$ cat src/rtl/dmab_pkg.sv
package dmab_pkg;
    localparam int ADDR_W  = 24;
    localparam int DATA_W  = 16;
    localparam int HI_W    = ADDR_W - DATA_W;
    localparam int BURST_N = 8;

    typedef enum logic [2:0] {
        PH_IDLE, PH_REQ, PH_A1, PH_A2, PH_D1, PH_D2, PH_DW, PH_END
    } phase_t;

    typedef enum logic [1:0] {
        BL_ONE = 2'd0, BL_EIGHT = 2'd1, BL_OPEN = 2'd2, BL_OPEN2 = 2'd3
    } burst_t;

    typedef struct packed {
        logic              wr;
        logic [ADDR_W-1:0] addr;
        logic [DATA_W-1:0] wdata;
        logic [1:0]        lanes;
    } xfer_t;

    function automatic logic is_byte_lane(input logic [1:0] l);
        return (l == 2'b01) || (l == 2'b10);
    endfunction

    function automatic logic in_cycle(input phase_t p);
        return (p != PH_IDLE) && (p != PH_REQ);
    endfunction
endpackage

$ cat src/rtl/dmab_seq.sv
module dmab_seq
    import dmab_pkg::*;
(
    input  logic              clk_i,
    input  logic              rst_i,
    input  logic              req_valid_i,
    input  xfer_t             req_i,
    input  logic              hlda_i,
    input  logic              ready_i,
    input  logic              stop_i,
    input  logic [DATA_W-1:0] dal_i,
    output phase_t            phase_o,
    output xfer_t             cur_o,
    output logic              accept_o,
    output logic              done_o,
    output logic [DATA_W-1:0] rdata_o
);
    phase_t phase_q, phase_d;
    xfer_t  cur_q;
    logic [DATA_W-1:0] rdata_q;

    always_comb begin
        phase_d  = phase_q;
        accept_o = 1'b0;
        case (phase_q)
            PH_IDLE: if (req_valid_i && !hlda_i) phase_d = PH_REQ;
            PH_REQ: begin
                if (hlda_i) begin
                    if (req_valid_i) begin
                        phase_d  = PH_A1;
                        accept_o = 1'b1;
                    end else begin
                        phase_d = PH_IDLE;
                    end
                end
            end
            PH_A1: phase_d = PH_A2;
            PH_A2: phase_d = PH_D1;
            PH_D1: phase_d = PH_D2;
            PH_D2: phase_d = PH_DW;
            PH_DW: if (ready_i) phase_d = PH_END;
            PH_END: begin
                if (!stop_i && req_valid_i && hlda_i) begin
                    phase_d  = PH_A1;
                    accept_o = 1'b1;
                end else begin
                    phase_d = PH_IDLE;
                end
            end
            default: phase_d = PH_IDLE;
        endcase
    end

    always_ff @(posedge clk_i) begin
        if (rst_i) begin
            phase_q <= PH_IDLE;
            cur_q   <= '0;
            rdata_q <= '0;
        end else begin
            phase_q <= phase_d;
            if (accept_o) cur_q <= req_i;
            if (phase_q == PH_DW && ready_i) rdata_q <= dal_i;
        end
    end

    assign phase_o = phase_q;
    assign cur_o   = cur_q;
    assign done_o  = (phase_q == PH_END);
    assign rdata_o = rdata_q;
endmodule

$ cat src/rtl/dmab_burst.sv
module dmab_burst
    import dmab_pkg::*;
#(
    parameter int LEN_N = BURST_N
) (
    input  logic       clk_i,
    input  logic       rst_i,
    input  logic       tenure_i,
    input  logic       accept_i,
    input  logic [1:0] mode_i,
    input  logic       busrel_i,
    output logic       stop_o
);
    localparam int CNT_W = $clog2(LEN_N + 1);
    localparam logic [CNT_W-1:0] CNT_MAX = CNT_W'(LEN_N);

    logic [CNT_W-1:0] cnt_q;
    logic             rel_q;
    logic             limit;

    always_ff @(posedge clk_i) begin
        if (rst_i || !tenure_i) begin
            cnt_q <= '0;
            rel_q <= 1'b0;
        end else begin
            if (accept_i && cnt_q != CNT_MAX) cnt_q <= cnt_q + 1'b1;
            if (busrel_i) rel_q <= 1'b1;
        end
    end

    always_comb begin
        case (burst_t'(mode_i))
            BL_ONE:   limit = (cnt_q != '0);
            BL_EIGHT: limit = (cnt_q >= CNT_MAX);
            default:  limit = 1'b0;
        endcase
    end

    assign stop_o = limit || rel_q || busrel_i;
endmodule

$ cat src/rtl/dmab_pins.sv
module dmab_pins
    import dmab_pkg::*;
(
    input  phase_t            phase_i,
    input  xfer_t             cur_i,
    input  logic              as_low_i,
    input  logic              byte_sig_i,
    output logic              hold_o,
    output logic              drv_en_o,
    output logic              strobe_o,
    output logic              das_o,
    output logic              read_o,
    output logic              dalo_o,
    output logic              dali_o,
    output logic [DATA_W-1:0] dal_o,
    output logic [HI_W-1:0]   addr_hi_o,
    output logic [1:0]        lane_o
);
    logic cyc, addr_ph, data_ph, bsel;

    assign cyc     = in_cycle(phase_i);
    assign addr_ph = (phase_i == PH_A1) || (phase_i == PH_A2);
    assign data_ph = cyc && !addr_ph;
    assign bsel    = byte_sig_i && is_byte_lane(cur_i.lanes);

    assign hold_o   = (phase_i != PH_IDLE);
    assign drv_en_o = cyc;
    assign strobe_o = (phase_i == PH_A1) ^ as_low_i;
    assign das_o    = (phase_i == PH_D1) || (phase_i == PH_D2) || (phase_i == PH_DW);
    assign read_o   = cyc && !cur_i.wr;
    assign dalo_o   = cyc && (cur_i.wr || addr_ph);
    assign dali_o   = data_ph && !cur_i.wr;

    always_comb begin
        dal_o = '0;
        if (addr_ph) begin
            dal_o = cur_i.addr[DATA_W-1:0];
            if (bsel) dal_o[0] = (cur_i.lanes == 2'b01);
        end else if (data_ph && cur_i.wr) begin
            dal_o = cur_i.wdata;
        end
    end

    assign addr_hi_o = cyc ? cur_i.addr[ADDR_W-1:DATA_W] : '0;

    always_comb begin
        if (!cyc)            lane_o = 2'b00;
        else if (byte_sig_i) lane_o = {1'b0, is_byte_lane(cur_i.lanes)};
        else                 lane_o = cur_i.lanes;
    end
endmodule

$ cat src/rtl/dmab_cycle_engine.sv
module dmab_cycle_engine
    import dmab_pkg::*;
#(
    parameter int LEN_N = BURST_N
) (
    input  logic              clk_i,
    input  logic              rst_i,
    input  logic              cfg_as_low_i,
    input  logic              cfg_byte_sig_i,
    input  logic [1:0]        cfg_burst_i,
    input  logic              req_valid_i,
    output logic              req_ready_o,
    input  logic              req_wr_i,
    input  logic [ADDR_W-1:0] req_addr_i,
    input  logic [DATA_W-1:0] req_wdata_i,
    input  logic [1:0]        req_lanes_i,
    output logic              done_o,
    output logic [DATA_W-1:0] rd_data_o,
    output logic              hold_o,
    input  logic              hlda_i,
    output logic              drv_en_o,
    output logic              strobe_o,
    output logic              das_o,
    output logic              read_o,
    output logic              dalo_o,
    output logic              dali_o,
    output logic [DATA_W-1:0] dal_o,
    input  logic [DATA_W-1:0] dal_i,
    output logic [HI_W-1:0]   addr_hi_o,
    output logic [1:0]        lane_o,
    input  logic              ready_i,
    input  logic              busrel_i
);
    phase_t phase;
    xfer_t  req, cur;
    logic   stop, accept;

    assign req = '{wr: req_wr_i, addr: req_addr_i, wdata: req_wdata_i, lanes: req_lanes_i};

    dmab_seq u_seq (
        .clk_i(clk_i), .rst_i(rst_i), .req_valid_i(req_valid_i), .req_i(req),
        .hlda_i(hlda_i), .ready_i(ready_i), .stop_i(stop), .dal_i(dal_i),
        .phase_o(phase), .cur_o(cur), .accept_o(accept), .done_o(done_o),
        .rdata_o(rd_data_o)
    );

    dmab_burst #(.LEN_N(LEN_N)) u_burst (
        .clk_i(clk_i), .rst_i(rst_i), .tenure_i(phase != PH_IDLE),
        .accept_i(accept), .mode_i(cfg_burst_i), .busrel_i(busrel_i),
        .stop_o(stop)
    );

    dmab_pins u_pins (
        .phase_i(phase), .cur_i(cur), .as_low_i(cfg_as_low_i),
        .byte_sig_i(cfg_byte_sig_i), .hold_o(hold_o), .drv_en_o(drv_en_o),
        .strobe_o(strobe_o), .das_o(das_o), .read_o(read_o), .dalo_o(dalo_o),
        .dali_o(dali_o), .dal_o(dal_o), .addr_hi_o(addr_hi_o), .lane_o(lane_o)
    );

    assign req_ready_o = accept;
endmodule

$ cat config.mk
export PLATFORM = sky130hd
export DESIGN_NAME = dmab_cycle_engine
export DESIGN_NICKNAME = d
export VERILOG_FILES = /design/src/rtl/dmab_pkg.sv /design/src/rtl/dmab_seq.sv /design/src/rtl/dmab_burst.sv /design/src/rtl/dmab_pins.sv /design/src/rtl/dmab_cycle_engine.sv
export SDC_FILE = /design/constraint.sdc
export NUM_CORES = 1
export LEC_CHECK = 0
export BUFFER_PORTS_ARGS = -buffer_cell sky130_fd_sc_hd__buf_4
export CAP_MARGIN = 20
export CORE_UTILIZATION = 40
export DETAILED_ROUTE_END_ITERATION = 8
export PLACE_DENSITY = 0.69
export RECOVER_POWER = 100
export SKIP_CTS_REPAIR_TIMING = 1
export SLEW_MARGIN = 5
export SYNTH_ARGS = -nofsm -noshare
export SYNTH_HDL_FRONTEND = slang
export SYNTH_SLANG_ARGS = --single-unit
$ cat constraint.sdc
create_clock -name clk_i -period 2 [get_ports clk_i]
set_clock_uncertainty 0.2 [all_clocks]
set_input_delay 0.1 -clock clk_i [delete_from_list [all_inputs] [get_ports clk_i]]
set_output_delay 0.1 -clock clk_i [all_outputs]
set_load 0.02 [all_outputs]
## After elaboration in Yosys (flattened, before gate mapping)

Cells that the tools add are included.

| cells by class | value |
|---|---|
| equality and inequality tests | 15 |
| multiplexer cells | 17 |
| order comparisons | 1 |
| reductions and logical operators | 30 |
| bitwise gates (word level) | 1 |
| $add $sub $neg | 1 |

Operator list:

| operator | number |
|---|---|
| 16-bit 2-to-1 mux | 2 |
| 3-bit case mux with 8 select lines | 1 |
| 3-bit == test (second input constant) | 4 |
| 1-bit logical AND | 12 |
| 3-bit 2-to-1 mux | 3 |
| 1-bit logical OR | 8 |
| 2-bit 2-to-1 mux | 4 |
| 8-bit 2-to-1 mux | 1 |
| 3-bit by 2-bit == test with 1-bit output (second input constant) | 2 |
| 1-bit zero test | 5 |
| 4-bit by 1-bit adder with 4-bit output (second input constant) | 1 |
| 2-bit by 1-bit == test with 1-bit output (second input constant) | 2 |
| 4-bit greater-or-equal comparator (second input constant) | 1 |
| 1-bit 2-to-1 mux | 4 |
| 2-bit != test (second input constant) | 2 |
| 4-bit != test (second input constant) | 1 |
| 1-bit case mux with 2 select lines | 2 |
| 4-bit nonzero test | 1 |
| 3-bit by 1-bit == test with 1-bit output (second input constant) | 1 |
| 3-bit zero test | 1 |
| 3-bit by 1-bit != test with 1-bit output (second input constant) | 1 |
| 3-bit AND reduction | 1 |
| 3-bit nonzero test | 1 |
| 2-bit == test (second input constant) | 1 |
| 3 further kinds | 3 |

| storage, ports and cells | value |
|---|---|
| register bits after elaboration | 67 |
| bits of input ports | 69 |
| logic and storage cells | 73 |
| output and inout bits | 51 |

## Longest topological paths before layout

Gate-level depths: netlist of run 1.

| logic depth | value |
|---|---|
| word-level depth | 10 |
| gate-level depth with buffers | 9 |
| mapped depth without buffers | 8 |

## By module

Synthesis of run 1 repeated with hierarchy kept, for this count alone.

| second synthesis, totals | value |
|---|---|
| cell total of the unflattened synthesis | 362 |
| area total of the unflattened synthesis | 3296.9 um2 |

Modules (own cells, without submodules):

| module | instances | cells an instance | seq. area each (um2) | area each (um2) |
|---|---|---|---|---|
| dmab_seq | 1 | 282 | 1241.2 | 2685.1 |
| dmab_pins | 1 | 48 | 0.0 | 352.8 |
| dmab_burst | 1 | 31 | 100.1 | 252.7 |
| dmab_cycle_engine | 1 | 1 | 0.0 | 6.3 |

## Worst setup path after synthesis of run 1

Ideal clock, no wire load.

| path | value |
|---|---|
| path type | flip-flop to flip-flop |
| from | register u_burst.cnt_q[0] |
| to | register u_seq.cur_q, in the netlist u_seq.cur_o[42] |
| stages on the path, launching flop included | 10 |
| period minus slack after synthesis | 1.712 ns |
| data required time | 1.730 ns |
| path buffers | 2 |
| setup slack | 0.288 ns |
| library setup time | 0.070 ns |
| data arrival time | 1.442 ns |
| cell sequence | dfxtp_1 > inv_1 > ha_1 > nand2b_1 > a21oi_1 > o21ai_2 > buf_4 > buf_4 > nand2_1 > a21oi_1 |

| on the way | value |
|---|---|
| cells in the longest elaborated chain, start to end | 9 |
| elaborated cells on any way between the ends | 10 |
| those cells by class | order compare (1); mux (3); reduce/logical (6) |

RTL lines:

| what | RTL line | RTL |
|---|---|---|
| from (decl) | dmab_burst.sv:17 | `logic [CNT_W-1:0] cnt_q;` |
| from (signal assigned) | dmab_burst.sv:26 | `if (accept_i && cnt_q != CNT_MAX) cnt_q <= cnt_q + 1'b1;` |
| 4-bit greater-or-equal comparator / 4-bit nonzero test (equally long branches) | dmab_burst.sv:34, dmab_burst.sv:33 |  |
| 1-bit case mux with 2 select lines * | dmab_burst.sv:32 | `case (burst_t'(mode_i))` |
| 1-bit logical OR * (2 in a row) | dmab_burst.sv:39 | `assign stop_o = limit \|\| rel_q \|\| busrel_i;` |
| 1-bit zero test * | dmab_seq.sv:43 | `if (!stop_i && req_valid_i && hlda_i) begin` |
| 1-bit logical AND * (2 in a row) | dmab_seq.sv:43 |  |
| 1-bit 2-to-1 mux * | dmab_seq.sv:43 |  |
| 1-bit case mux with 2 select lines * | dmab_seq.sv:25 | `case (phase_q)` |
| to (signal assigned) | dmab_seq.sv:61 | `if (accept_o) cur_q <= req_i;` |
| to (decl) | dmab_seq.sv:19 | `xfer_t cur_q;` |

Mark *: on every way between the ends. The rest lies on a longest branch, timed or not.
A chain may end at the register's enable or synchronous reset.

## Worst setup path in the final report of run 1

| path | value |
|---|---|
| from | register u_burst.cnt_q[0] |
| to | output req_ready_o |

| on the way | value |
|---|---|
| cells in the longest elaborated chain, start to end | 9 |
| elaborated cells on any way between the ends | 10 |
| those cells by class | order compare (1); mux (3); reduce/logical (6) |

RTL lines:

| what | RTL line | RTL |
|---|---|---|
| 4-bit greater-or-equal comparator / 4-bit nonzero test (equally long branches) | dmab_burst.sv:34, dmab_burst.sv:33 |  |
| 1-bit case mux with 2 select lines * | dmab_burst.sv:32 |  |
| 1-bit logical OR * (2 in a row) | dmab_burst.sv:39 |  |
| 1-bit zero test * | dmab_seq.sv:43 |  |
| 1-bit logical AND * (2 in a row) | dmab_seq.sv:43 |  |
| 1-bit 2-to-1 mux * | dmab_seq.sv:43 |  |
| 1-bit case mux with 2 select lines * | dmab_seq.sv:25 |  |
| to (decl) | dmab_cycle_engine.sv:12 | `output logic req_ready_o,` |

Marks and branches as above.

==> flow_summary.toml, run 1 <==
[worst_setup_path]
rr_endpoint = "u_burst.cnt_q[3]$_SDFFE_PP0P_"
required_ps = 1700
critical_path_arrival_ps = 1770
critical_path_class = "flip-flop to output port"
crit_path_start_kind = "flip-flop"
worstRegToRegCells = 8
reg2reg_setup_slack_ps = 110
r2r-start = "u_burst.cnt_q[0]$_SDFFE_PP0P_"
end_kind = "output port"
worstPathMaxFanout = 16

[logic_synthesis]
netlist.area_leader.share_pct = 47.2
ys_ff_latch = 67
synth.net_count = 437
synthCells = 365
ys_top_cells_by_area = "sky130_fd_sc_hd__dfxtp_1, sky130_fd_sc_hd__nand2_1, sky130_fd_sc_hd__a21oi_1, sky130_fd_sc_hd__a22o_1, sky130_fd_sc_hd__and2_1"
synthesis.yosys.warnings = 0
ys_seq_area_share_pct = 47.2
synth_largest_area_cell = "sky130_fd_sc_hd__dfxtp_1"
synthesis.area_per_instance_um2 = 7.78
synth_cell_type_count = 33
netlist_area_um2 = 2840

[timing]
clock.fmax_ghz = 0.484
finalMaxSlewViolations = 0
rsz0062_at_grt = "true"
worstMarginPinSlew_ps = 473
post-route-min-period_ps = 2070
final_critical_path_setup_slack_ps = -66.9
report.final.setup_viol = 1
setup-tns-final_ps = -66.9
report.final.hold_viol_count = 1
slew_headroom_pct = 68.5
period_share_pct = 103
worst_hold_slack_ps = -21.6

[global_route]
global_route_wire_length_before_repair_um = 12100
global_route.peak_usage_layer = "met2"
grt_antenna_before_repair = 0
grt_overflow = 0
grt_start_max_net_pins = 44
use_met2_pct = 33.8
global_route.usage.met1_pct = 25.4
grt_pass1_vias = 2667
groute.layer.met3.usage_pct = 6.67
grt_use_total_pct = 20.6

[detailed_routing]
routed_via_density = 4.85
count_of_vias_placed_by_the_detailed_router = 3168
drt_iter0_drc = 137
first_pass_iters = 4
detail_route.wirelength_um = 8830
drtAntennaViolNets = 0
drc_errors = 0
avgRoutedWirePerCell_um = 13.5

[worst_hold_path]
hp-class = "primary input to flip-flop"
min_to = "u_seq.phase_o[0]$_SDFFE_PP0P_"
hold_path_depth = 3
worst_hold_startpoint = "ready_i"

[finish]
syn_to_final_growth_pct = 66.7
layout_filler_cell_count = 570
final_nets = 624
layout.cells.most_common = "sky130_fd_sc_hd__nand2_1"
multi_input_area_um2 = 1370
sequential_cell_area_in_the_final_layout_um2 = 1350
antenna_diode_count = 0
mostFrequentLayoutCells = "sky130_fd_sc_hd__nand2_1, sky130_fd_sc_hd__buf_4, sky130_fd_sc_hd__a21oi_1"
drive_above_1_share_pct = 27.1
postLayoutCoreUtil_pct = 69.3

[floorplanning]
start_util_pct = 41.6
placementRows = 30
die-area_um2 = 7440
die_x_um = 86.2
io_pins = 120
core-area_um2 = 6830
dieHeight_um = 86.2

[placed_design]
dp_hpwl_um = 5360
port_buffers = 119
gp_congestion = 0.794
dp_slack_ps = 70.5

[run_status]
failed_checks = "hold timing, setup timing"
status = "finished with violations"

[clock_tree]
count_of_h_tree_levels_built_during_cts = 3
clock_path_buffers = 2
clkSinkCount = 67
cts.root.buffer_cell = "sky130_fd_sc_hd__clkbuf_8"
cts_buffers = 9
tritoncts_clock_tree = "done"
clkSlewWorstSetupHoldPaths_ps = 80
clk_latency_ps = 330

[power_and_ir_drop]
power_density_nw_per_um2 = 621
static-leakage-power_nw = 1.90
peakVddDrop_v = 0.000415

[run]
maxCapViolCount = 0
[cells in the mapped netlist, drive strengths merged]
cell type	number
a221oi	1
nand3	2
nand4b	2
buf	14
o211ai	1
xnor2	1
and2	10
nand2b	6
mux2	1
clkbuf	12
or3	3
ha	3
nor2b	3
inv	8
a21oi	66
and3	1
nand2	123
nand4bb	1
o31ai	2
or2	1
nor3b	1
dfxtp	67
nor2	9
o21ai	8
a22o	16
a211oi	1
nor3	2
[metrics by stage]
step	power [W]	instances	hold WS, ps	instance area [um2]
floorplan	0.00149	365	29.4	2840
global placement	0.00163	566	139	3820
detailed placement	0.00163	566	153	3820
CTS	0.00285	582	-214	4040
global route	0.00307	653	1.41	4730
finish	0.00294	653	-21.6	4730
[cells by family after synthesis]
| family | share of synthesized area, % |
|---|---|
| DFF | 47.2 |
| and+or+nand+nor | 25.2 |
| AOI/OAI and AO/OA | 19.6 |
| xor gates and xnor gates | 0.309 |
| buffers and inverters | 5.95 |
| adders and majority gates | 1.32 |
| muxes | 0.397 |
[routing by layer]
| layer | share of wire [%] | vias to the layer above | wire length, um |
|---|---|---|---|
| met1 | 42 | 1461 | 3700 |
| met5 | 0 | - | 0 |
| met3 | 6.3 | 7 | 557 |
| met4 | 0.82 | 0 | 72 |
| li1 | - | 1584 | - |
| met2 | 51 | 116 | 4510 |
[flip-flops by register name, indices dropped and copies added, names as in the netlist]
| register | flops |
|---|---|
| u_burst.cnt_q | 4 |
| u_seq.phase_o | 3 |
| u_seq.rdata_o | 16 |
| u_burst.rel_q | 1 |
| u_seq.cur_o | 43 |
[final cells by class]
class / instances / area share (%)
inverters: 8 / 0.740
well taps: 96 / 2.54
clock buffers: 9 / 2.62
multi-input cells: 264 / 29.0
clock inverters: 7 / 1.96
repair buffers: 202 / 34.6
flip-flops and latches: 67 / 28.5
[worst max path at each step]
stage | slack, ps | end | depth (start not counted) | from
5_1_grt | -150 | req_ready_o | 8 | u_burst.cnt_q[0]$_SDFFE_PP0P_
6_report | -70 | req_ready_o | 8 | u_burst.cnt_q[0]$_SDFFE_PP0P_
2_1_floorplan | 290 | u_seq.cur_o[42]$_SDFFE_PP0P_ | 9 | u_burst.cnt_q[0]$_SDFFE_PP0P_
4_1_cts | -270 | req_ready_o | 8 | u_burst.cnt_q[0]$_SDFFE_PP0P_
3_3_place_gp | 90 | u_seq.cur_o[17]$_SDFFE_PP0P_ | 9 | u_burst.cnt_q[0]$_SDFFE_PP0P_
3_5_place_dp | 70 | u_seq.cur_o[5]$_SDFFE_PP0P_ | 9 | u_burst.cnt_q[0]$_SDFFE_PP0P_
[power breakdown]
part	switching, W	internal [W]	total [W]	leakage (nW)
registers	0.0000123	0.00135	0.00137	0.544
logic	0.000136	0.000218	0.000355	1.25
clock network	0.000517	0.000699	0.00122	0.113
[worst max-delay path, cell delays in order (launching register included)]
cell	delay, ps
sky130_fd_sc_hd__dfxtp_2	360
sky130_fd_sc_hd__inv_1	50
sky130_fd_sc_hd__ha_1	220
sky130_fd_sc_hd__nand2b_1	100
sky130_fd_sc_hd__a21oi_2	80
sky130_fd_sc_hd__o21ai_4	200
sky130_fd_sc_hd__inv_4	110
sky130_fd_sc_hd__buf_12	160
sky130_fd_sc_hd__buf_4	150
Power figures use the tool's default switching activity.
==> inputs of run 2 (changes only) <==
==> constraint.sdc (replaced) <==
create_clock -name clk_i -period 2 [get_ports clk_i]
set_clock_uncertainty 0.2 [all_clocks]
set_input_delay 0.1 -clock clk_i [delete_from_list [all_inputs] [get_ports clk_i]]
set_output_delay 0.1 -clock clk_i [all_outputs]
set_load 0.05 [all_outputs]
==> run 2 against run 1 <==
Against the previous run:
- the flow finishes with violations (setup timing)
- worst hold slack improved by 85 ps
- combinational power up 5.9%
- utilization decreased by 0.15 points
- wire length increased by 0.54%
- count of clock-buffer cells in the layout increased by 1
- register-to-register slack got worse by 40 ps
- flip-flop and latch count unchanged
- setup slack gained 34 ps
- via count fell by 0.57%
- die area unchanged
- clock power decreased by 7%
- largest power group unchanged
==> flow_summary.toml, run 2 (synthesis gave the netlist of run 1 again) <==
[worst_hold_path]
hp-class = "primary input to flip-flop"

[detailed_routing]
avgRoutedWirePerCell_um = 13.5
drtAntennaViolNets = 0
drc_errors = 0
first_pass_iters = 4
detail_route.wirelength_um = 8880
routed_via_density = 4.79
count_of_vias_placed_by_the_detailed_router = 3150
drt_iter0_drc = 136

[timing]
worstMarginPinSlew_ps = 628
rsz0062_at_grt = "true"
slew_headroom_pct = 58.3
clock.fmax_ghz = 0.492
report.final.hold_viol_count = 0
final_critical_path_setup_slack_ps = -33.1
finalMaxSlewViolations = 0
post-route-min-period_ps = 2030
period_share_pct = 102
report.final.setup_viol = 1

[finish]
antenna_diode_count = 0
drive_above_1_share_pct = 27.9
mostFrequentLayoutCells = "sky130_fd_sc_hd__nand2_1, sky130_fd_sc_hd__buf_4, sky130_fd_sc_hd__dlygate4sd3_1"
postLayoutCoreUtil_pct = 69.1
final_cell_area_um2 = 4720
syn_to_final_growth_pct = 66.3
largest_register_ff_count = 43
final_nets = 629
layout.cells.most_common = "sky130_fd_sc_hd__nand2_1"

[run]
maxCapViolCount = 0

[global_route]
grt_use_total_pct = 21.2
global_route_wire_length_before_repair_um = 12400
grt_overflow = 0
grt_pass1_vias = 2701
grt_antenna_before_repair = 0
grt_start_max_net_pins = 35

[clock_tree]
tritoncts_clock_tree = "done"
clk_latency_ps = 330
clkSlewWorstSetupHoldPaths_ps = 70
cts_buffers = 9
count_of_h_tree_levels_built_during_cts = 3
clock_path_buffers = 2
clkSinkCount = 67
cts.root.buffer_cell = "sky130_fd_sc_hd__clkbuf_8"

[power_and_ir_drop]
peakVddDrop_v = 0.000452
static-leakage-power_nw = 1.91
power_density_nw_per_um2 = 609

[worst_setup_path]
required_ps = 1700
worstPathMaxFanout = 2
cell_by_cell_listing_of_the_critical_path = "inv_2 > ha_4 > nand2b_4 > mux2_4 > a22o_1 > buf_6"
timing.critical_path.slowest_stage_cell = "sky130_fd_sc_hd__dfxtp_2"
critical_path_class = "flip-flop to output port"
critical_path_arrival_ps = 1730
worstPathBufferInverterCount = 2
crit_path_start_kind = "flip-flop"
path_delay_family = "flip-flops"
end_kind = "output port"
cpPeakStageDelay_ps = 340

[placed_design]
gp_congestion = 0.764
postPlaceCellArea_um2 = 3870
dp_hpwl_um = 5540
port_buffers = 119

[floorplanning]
dieHeight_um = 86.2
placementRows = 30
die-area_um2 = 7440
io_pins = 120
core-area_um2 = 6830
start_util_pct = 41.6
die_x_um = 86.2

[run_status]
status = "finished with violations"
failed_checks = "setup timing"
==> run 2: changes by cell type in the layout (fill, tap and decap cells not counted), moves of 2 or more <==
cell                            change
sky130_fd_sc_hd__buf_2             +12
sky130_fd_sc_hd__clkbuf_1           -2
sky130_fd_sc_hd__dlygate4sd3_1      +2
sky130_fd_sc_hd__clkbuf_4           +6
sky130_fd_sc_hd__buf_4             -23
sky130_fd_sc_hd__clkbuf_2          +10
==> run 2: power by group <==
part / total (W) / switching [W] / internal [W]
Combinational: 0.000376 / 0.000157 / 0.000220
Sequential: 0.00136 / 0.0000128 / 0.00135
Clock: 0.00113 / 0.000525 / 0.000610
Total: 0.00288 / 0.000694 / 0.00218
==> run 2: worst paths after layout <==
path                                                    start                            end  slack, ps  depth (start not counted)
worst max-delay path              u_seq.cur_o[1]$_SDFFE_PP0P_                       dal_o[0]        -30                          6
worst min-delay path                                 busrel_i  u_seq.phase_o[1]$_SDFFE_PP0P_         60                          5
worst max register to register  u_burst.cnt_q[0]$_SDFFE_PP0P_   u_seq.cur_o[28]$_SDFFE_PP0P_         70                          9
worst min register to register   u_seq.cur_o[39]$_SDFFE_PP0P_   u_seq.cur_o[39]$_SDFFE_PP0P_        250                          2
==> run 2: stage by stage <==
step / hold slack, ps / TNS, ps / cells / total power, W / setup slack (ps)
2_1_floorplan: 29.4 / 0 / 365 / 0.00151 / 46.5
3_3_place_gp: 134 / 0 / 569 / 0.00165 / 135
3_5_place_dp: 139 / 0 / 569 / 0.00166 / 79.1
4_1_cts: -212 / -524 / 585 / 0.00279 / -279
5_1_grt: 63.4 / -398 / 658 / 0.00300 / -87.3
6_report: 63.3 / -33.1 / 658 / 0.00288 / -33.1
==> run 2: area by class of cell <==
| class | count | area, um2 |
|---|---|---|
| Fill cell | 597 | 2110 |
| Tap cell | 96 | 120 |
| Clock buffer | 10 | 138 |
| Sequential cell | 67 | 1350 |
| Multi-Input combinational cell | 264 | 1390 |
| Clock inverter | 6 | 65.1 |
| Inverter | 8 | 37.5 |
| Timing Repair Buffer | 207 | 1620 |
==> run 2: layer usage <==
layer  up-vias  wire (um)  share of wire (%)  GRT usage, %
met3        14        494                5.6          6.95
met5         -          0                  0             0
met2       100       4510                 51          35.1
li1       1592          -                  -             -
met1      1444       3770                 42          25.9
met4         0        108                1.2          7.58
==> run 2: worst min-delay path: stages <==
cell	delay (ps)
sky130_fd_sc_hd__buf_4	80
sky130_fd_sc_hd__nand4bb_4	150
sky130_fd_sc_hd__nor2_1	50
sky130_fd_sc_hd__o21ai_0	80
sky130_fd_sc_hd__a221oi_1	80
